**config.mk**
```make
export PLATFORM = sky130hd
export DESIGN_NAME = conv_sched
export DESIGN_NICKNAME = d
export VERILOG_FILES = /design/src/rtl/conv_sched.sv
export SDC_FILE = /design/constraint.sdc
export NUM_CORES = 1
export LEC_CHECK = 0
export ABC_AREA = 1
export BUFFER_PORTS_ARGS = -buffer_cell sky130_fd_sc_hd__buf_2
export CORE_UTILIZATION = 60
export DETAILED_ROUTE_END_ITERATION = 6
export GPL_TIMING_DRIVEN = 0
export PLACE_DENSITY = 0.79
export SLEW_MARGIN = 20
export SYNTH_ARGS = -nofsm -noshare
export SYNTH_HDL_FRONTEND = slang
export SYNTH_SLANG_ARGS = --single-unit
```
**constraint.sdc**
```tcl
create_clock -name clk -period 2.31 [get_ports clk]
set_clock_uncertainty 0.05 [all_clocks]
set_input_delay 0.5775 -clock clk [delete_from_list [all_inputs] [get_ports clk]]
set_output_delay 0.5775 -clock clk [all_outputs]
set_load 0.01 [all_outputs]
```
**src/rtl/conv_sched.sv**
```systemverilog
module conv_sched #(
  parameter int NSLOT = 19,
  parameter int DW    = 16,
  parameter int SW    = $clog2(NSLOT)
) (
  input  logic             clk,
  input  logic             rst_n,
  input  logic [NSLOT-1:0] trig_i,
  input  logic             wr_en,
  input  logic [1:0]       wr_sel,
  input  logic [NSLOT-1:0] wr_data,
  input  logic             rd_en,
  input  logic [SW-1:0]    rd_slot,
  output logic [DW+1:0]    rd_word,
  output logic             conv_start,
  output logic [SW-1:0]    conv_slot,
  input  logic             conv_done,
  input  logic [DW-1:0]    conv_result,
  output logic [NSLOT-1:0] pending_o,
  output logic [NSLOT-1:0] trig_ovf_o,
  output logic             busy_o,
  output logic             any_valid,
  output logic             any_dovr,
  output logic             any_tovf
);
  localparam logic [NSLOT-1:0] ONE = NSLOT'(1);

  logic [NSLOT-1:0] pend, tovf, valid, dovr;
  logic [DW-1:0]    data [NSLOT];
  logic             busy;
  logic [SW-1:0]    act;
  logic [SW-1:0]    pick;

  logic [NSLOT-1:0] set_vec, cancel_vec, tclr_vec, done_vec, rd_vec, act_vec;
  logic             done_hit;

  assign act_vec    = busy ? (ONE << act) : '0;
  assign set_vec    = trig_i | ((wr_en && wr_sel == 2'd0) ? wr_data : '0);
  assign cancel_vec = (wr_en && wr_sel == 2'd1) ? (wr_data & ~act_vec) : '0;
  assign tclr_vec   = (wr_en && wr_sel == 2'd2) ? wr_data : '0;
  assign done_hit   = busy && conv_done;
  assign done_vec   = done_hit ? act_vec : '0;
  assign rd_vec     = (rd_en && rd_slot < SW'(NSLOT)) ? (ONE << rd_slot) : '0;

  always_comb begin
    pick = '0;
    for (int i = NSLOT - 1; i >= 0; i--)
      if (pend[i]) pick = SW'(i);
  end

  assign conv_start = !busy && (|pend);
  assign conv_slot  = busy ? act : pick;

  always_ff @(posedge clk or negedge rst_n) begin
    if (!rst_n) begin
      pend  <= '0;
      tovf  <= '0;
      valid <= '0;
      dovr  <= '0;
      busy  <= 1'b0;
      act   <= '0;
    end else begin
      pend  <= (pend & ~cancel_vec & ~done_vec) | (set_vec & ~pend);
      tovf  <= (tovf & ~tclr_vec) | (set_vec & pend);
      valid <= (valid & ~rd_vec) | done_vec;
      dovr  <= (dovr & ~rd_vec) | (done_vec & valid & ~rd_vec);
      if (conv_start) begin
        busy <= 1'b1;
        act  <= pick;
      end else if (done_hit) begin
        busy <= 1'b0;
      end
    end
  end

  for (genvar g = 0; g < NSLOT; g++) begin : g_slot
    always_ff @(posedge clk or negedge rst_n) begin
      if (!rst_n)              data[g] <= '0;
      else if (done_vec[g])    data[g] <= conv_result;
    end
  end

  assign rd_word    = (rd_slot < SW'(NSLOT)) ? {valid[rd_slot], dovr[rd_slot], data[rd_slot]} : '0;
  assign pending_o  = pend;
  assign trig_ovf_o = tovf;
  assign busy_o     = busy;
  assign any_valid  = |valid;
  assign any_dovr   = |dovr;
  assign any_tovf   = |tovf;

  assert_lowest_first_R3: assert property (@(posedge clk) disable iff (!rst_n)
    conv_start |-> (pending_o[conv_slot] && ((pending_o & ((ONE << conv_slot) - ONE)) == '0)));

  assert_busy_follows_start_R3: assert property (@(posedge clk) disable iff (!rst_n)
    conv_start |=> busy_o);

  assert_result_lands_R4: assert property (@(posedge clk) disable iff (!rst_n)
    (busy_o && conv_done) |=> (valid[$past(act)] && !pending_o[$past(act)] && !busy_o));

  assert_trig_overrun_R6: assert property (@(posedge clk) disable iff (!rst_n)
    (|(trig_i & pending_o)) |=> ((trig_ovf_o & $past(trig_i & pending_o)) == $past(trig_i & pending_o)));

  assert_idle_done_ignored_R9: assert property (@(posedge clk) disable iff (!rst_n)
    (!busy_o && conv_done && !rd_en) |=> ($stable(valid) && $stable(dovr)));
endmodule

```
**Word-level counts from Yosys, hierarchy flattened**

Index checks and enable logic that the tools add are counted.

- Logic and storage cells: 103
- Output and inout port bits: 66
- Flip-flop bits (word level): 386

- Shifts and indexed selects: 2
- Reductions and logical operators: 13
- Equality and inequality tests: 2
- Muxes and demuxes: 36
- Order comparisons: 3
- Bitwise gates (word level): 22

Operators by type and width:

| cell | number |
|---|---|
| AND 19 bit | 10 |
| 2-to-1 mux 19 bit | 6 |
| inverter 19 bit | 6 |
| 2-to-1 mux 5 bit | 20 |
| bitwise OR 19 bit | 5 |
| binary-select mux 16 bit (select 5 bit) | 1 |
| OR reduction 19 bit | 4 |
| left shift 1 x 5 -> 19 bit (first input constant) | 2 |
| 2-to-1 mux 16 bit | 2 |
| 2-to-1 mux 18 bit | 1 |
| binary-select mux 1 bit (select 5 bit) | 2 |
| greater-or-equal comparator 6 bit (second input constant) | 1 |
| logical AND 1 bit | 6 |
| < comparator 5 x 6 -> 1 bit (second input constant) | 1 |
| inverter 5 -> 6 bit | 1 |
| < comparator 5 bit (second input constant) | 1 |
| 2-to-1 mux 1 bit | 4 |
| == test 2 x 1 -> 1 bit (second input constant) | 1 |
| == test 2 bit (second input constant) | 1 |
| logical NOT 2 bit | 1 |
| nonzero test 2 bit | 1 |
| logical NOT 1 bit | 1 |

**Logic depth before layout (Yosys ltp)**

- Depth in word-level cells: 20
- Mapped depth: 19

**Worst setup path after synthesis**

No wires, ideal clock.

- Path kind: input port to output port
- Start point: input rd_slot[0]
- End point: output rd_word[13]
- Data arrival time: 1,679 ps
- Required time: 1,683 ps
- Slack: 4 ps
- Stages: 8
- Path buffers: 2
- Cells stage by stage: inv_1 > nand2_1 > inv_2 > buf_2 > buf_2 > a22o_1 > a21oi_1 > o21ai_0

- Word-level cells in the longest chain between the ends: 5

RTL lines:

| element | RTL line | source |
|---|---|---|
| from (decl) | 13 | `input logic [SW-1:0] rd_slot,` |
| inverter 5 -> 6 bit (implied by the code) | 83 | `assign rd_word = (rd_slot < SW'(NSLOT)) ? {valid[rd_slot], dovr[rd_slot], data[rd_slot]} : '0;` |
| binary-select mux 16 bit (select 5 bit) | 83 |  |
| 2-to-1 mux 16 bit (implied by the code) (2 in series) | 83 |  |
| 2-to-1 mux 18 bit * | 83 |  |
| to (decl) | 14 | `output logic [DW+1:0] rd_word,` |

Mark *: on every way between the ends. The rest lies on a longest branch, timed or not. The select of a mux whose other input is x is not followed.

**Final worst setup path**

- Start point: register pend[16], in the netlist pending_o[16]
- End point: output conv_slot[0]

- Word-level cells in the longest chain between the ends: 18

RTL lines:

| element | RTL line | source |
|---|---|---|
| from (decl) | 28 | `logic [NSLOT-1:0] pend, tovf, valid, dovr;` |
| from (signal assigned) | 63 | `pend <= (pend & ~cancel_vec & ~done_vec) \| (set_vec & ~pend);` |
| 2-to-1 mux 5 bit (17 in series) | 48 | `if (pend[i]) pick = SW'(i);` |
| 2-to-1 mux 5 bit | 52 | `assign conv_slot = busy ? act : pick;` |
| to (decl) | 16 | `output logic [SW-1:0] conv_slot,` |

Every way passes these cells.

==> flow_summary.json <==
{
  "hpwl_microns": 42200,
  "leakage_nw": 9.92,
  "drc": 0,
  "status": "finished, violations left",
  "viasPerCell": 6.62,
  "violations": "setup timing",
  "synthTopCellsByArea": "dfrtp_1 56%, nand2_1 10%, o21ai_0 9.2%, inv_1 3.7%, a22oi_1 3.7%",
  "cp.arrival_ns": 2.37,
  "antenna_left": 0,
  "syn_inst": 2010,
  "maxCapViolCount": 0,
  "p_int_w": 0.0135,
  "crit_fanout": 2,
  "crit_type": "register to primary output",
  "r2r_start": "act[0]$_DFFE_PN0P_",
  "combPwrFrac": 0.221,
  "cts-root-buf": "clkbuf_16",
  "swShare": 0.326,
  "seq_power_share": 0.452,
  "core_area_sq_um": 28200,
  "tightest_slew_ns": 0.992,
  "async_reset_ff_frac": 1.00,
  "finalCritPeriodShare": 1.30,
  "cts_tree": "built",
  "syn_nets": 2076,
  "post-route-util": 0.771,
  "pin_count": 132,
  "hold_slack_ns": 0.232,
  "finalSetupViolCount": 27,
  "p_per_area_nw_per_um2": 922,
  "synth_flop_cell": "dfrtp_1",
  "p_clk_frac": 0.327,
  "layout.nets": 2295,
  "slew_violations": 0,
  "wl_per_cell_microns": 25.5,
  "yosysTopAreaCellShare": 0.555,
  "clock.fmax_mhz": 333,
  "grt_antenna_before_repair": 1,
  "num_rows": 61,
  "cts_buffers": 40,
  "ir_drop_uv": 699,
  "via_count": 17400,
  "synth-warning-count": 0,
  "yosysSeqAreaShare": 0.555,
  "die_x_microns": 172,
  "cp_cell_sequence": "inv_2, nand2_2, nand2_1, nand2_1, nand2_1, nand2_1, nand2_1, nand2_1, nand2_1, nand2_2, nand2_2, nand2_2, nand2_1, nand2_1, nand2_1, nand2_1, nand2_1, nand3_2, nand2_1, buf_2",
  "critPathMaxStageDelay_ns": 0.43,
  "fp.dieH_microns": 172,
  "cts_max_level": 2,
  "avgSynthCellArea_sq_um": 8.66,
  "fp.dieArea_sq_um": 29700,
  "synth-edff-count": 0,
  "grt_start_max_net_pins": 98,
  "cts.sinks": 386,
  "grt_pass1_vias": 16500,
  "instances_no_fill": 2635,
  "yosysUniqueCellTypes": 35,
  "design_area_sq_um": 21700,
  "hold_viol": 0,
  "gp_congestion": 1.02,
  "drtIter0Drc": 2701,
  "min_period_ns": 3.00,
  "synth_top_area_cell": "dfrtp_1",
  "cp-end-kind": "primary output",
  "min_path_type": "input port to register",
  "placed_area_sq_um": 18600,
  "timing.final.ws_setup_ns": -0.690,
  "clockBufferDepth": 3,
  "mostFrequentLayoutCell": "nand2_1",
  "path_common_cell": "nand2_1",
  "syn_to_final_growth_pct": 24.8,
  "grt.overflow.total": 0,
  "syn-cell-area_sq_um": 17400,
  "wl_microns": 67100,
  "clk_pin_slew_worst_paths_ns": 0.06,
  "grt_first_pass_wirelength_microns": 97000,
  "relSlewSlack": 0.339,
  "cp-start-kind": "register",
  "cpMaxStageDelayCell": "dfrtp_2",
  "rsz0062_at_grt": "yes",
  "initial_utilization": 0.618,
  "crit_start": "pending_o[16]$_DFF_PN0_",
  "drive_gt1_frac": 0.227,
  "p_sw_w": 0.00653,
  "hold_start": "conv_result[7]",
  "portBuffers": 130,
  "dp.cells": 2522,
  "dr.pass1.iters": 6,
  "ys_seq_elements": 386,
  "insertion_delay_ns": 0.54,
  "cp.required_ns": 1.68,
  "layout_common_cells": "444 x nand2_1, 380 x dfrtp_1, 299 x o21ai_0",
  "track_usage": 0.446
}
layer usage:
| metal | share of wire | track usage |
|---|---|---|
| met4 | 0.076 | 0.297 |
| met2 | 0.42 | 0.635 |
| met3 | 0.14 | 0.133 |
| met1 | 0.36 | 0.589 |
| met5 | 0.0011 | 0.00870 |
kinds of logic after synthesis:
kind of cell	count (synthesis)	synth area share
AND/OR/NAND/NOR	631	0.149
flip-flops	386	0.555
AO/OA/AOI/OAI	672	0.220
buffers and inverters	321	0.0757
cell type report:
type                            count  area, sq um
Inverter                          197          800
Clock buffer                       62         1170
Sequential cell                   386         9670
Fill cell                        1896         6440
Clock inverter                      7          110
Timing Repair Buffer              177         1370
Tap cell                          378          473
Multi-Input combinational cell   1303         7220
Buffer                            124          908
Antenna cell                        1         2.50
timing repair:
| item | 4_1_cts | 5_1_grt |
|---|---|---|
| gates cloned | 7 | 2 |
| endpoints found under the hold margin | 62 | 0 |
| hold buffers | 1 | 0 |
| pin swaps | 63 | 64 |
| gates resized for setup | 249 | 100 |
| setup endpoints to repair | 26 | 68 |
| setup buffers | 15 | 21 |
synth_stat cells, drive strengths merged, types with 12 or more instances:
master	count
a21oi	57
a22oi	86
dfrtp	386
o22ai	26
buf	81
inv	195
o21bai	19
nor2	69
a22o	16
a221oi	15
nand3	49
nand2	472
nand4	20
o21ai	433
nor3	12
clkbuf	43
state kept, by name, indices dropped and copies added, names as in the netlist:
| name | flops |
|---|---|
| dovr | 19 |
| trig_ovf_o | 19 |
| pending_o | 19 |
| data | 304 |
| busy_o | 1 |
| act | 5 |
| valid | 19 |
final timing paths:
path | endpoint | slack [ns] | cells past startpoint
max | conv_slot[0] | -0.69 | 20
min | data[135]$_DFFE_PN0P_ | 0.23 | 3
max reg2reg | data[81]$_DFFE_PN0P_ | -0.01 | 9
min reg2reg | data[39]$_DFFE_PN0P_ | 0.44 | 2
max in group asynchronous | data[285]$_DFFE_PN0P_ | 0.52 | 4
min in group asynchronous | trig_ovf_o[6]$_DFF_PN0_ | 0.56 | 2
power groups by stage:
stage / Sequential [W] / Combinational [W] / Clock, W
detailed placement: 0.00901 / 0.00369 / 0
floorplan: 0.00890 / 0.00223 / 0
CTS: 0.00895 / 0.00405 / 0.00645
global route: 0.00917 / 0.00483 / 0.00676
finish: 0.00905 / 0.00443 / 0.00655
global placement: 0.00895 / 0.00355 / 0
stage by stage:
step	setup TNS (ns)	setup WS, ns	total power, W
floorplan	0	0.00355	0.0111
global placement	-2625.04	-6.78	0.0125
detailed placement	-18.60	-1.26	0.0127
CTS	-10.20	-0.601	0.0194
global route	-12.98	-0.783	0.0208
finish	-11.54	-0.690	0.0200
worst max-delay path, delay by kind of cell, from the launching register on:
kind | cells | cell delay, ns
and+or+nand+nor | 18 | 1.21
DFF | 1 | 0.43
buffers and inverters | 2 | 0.20
Note: power is estimated with default switching activity, not from simulation.
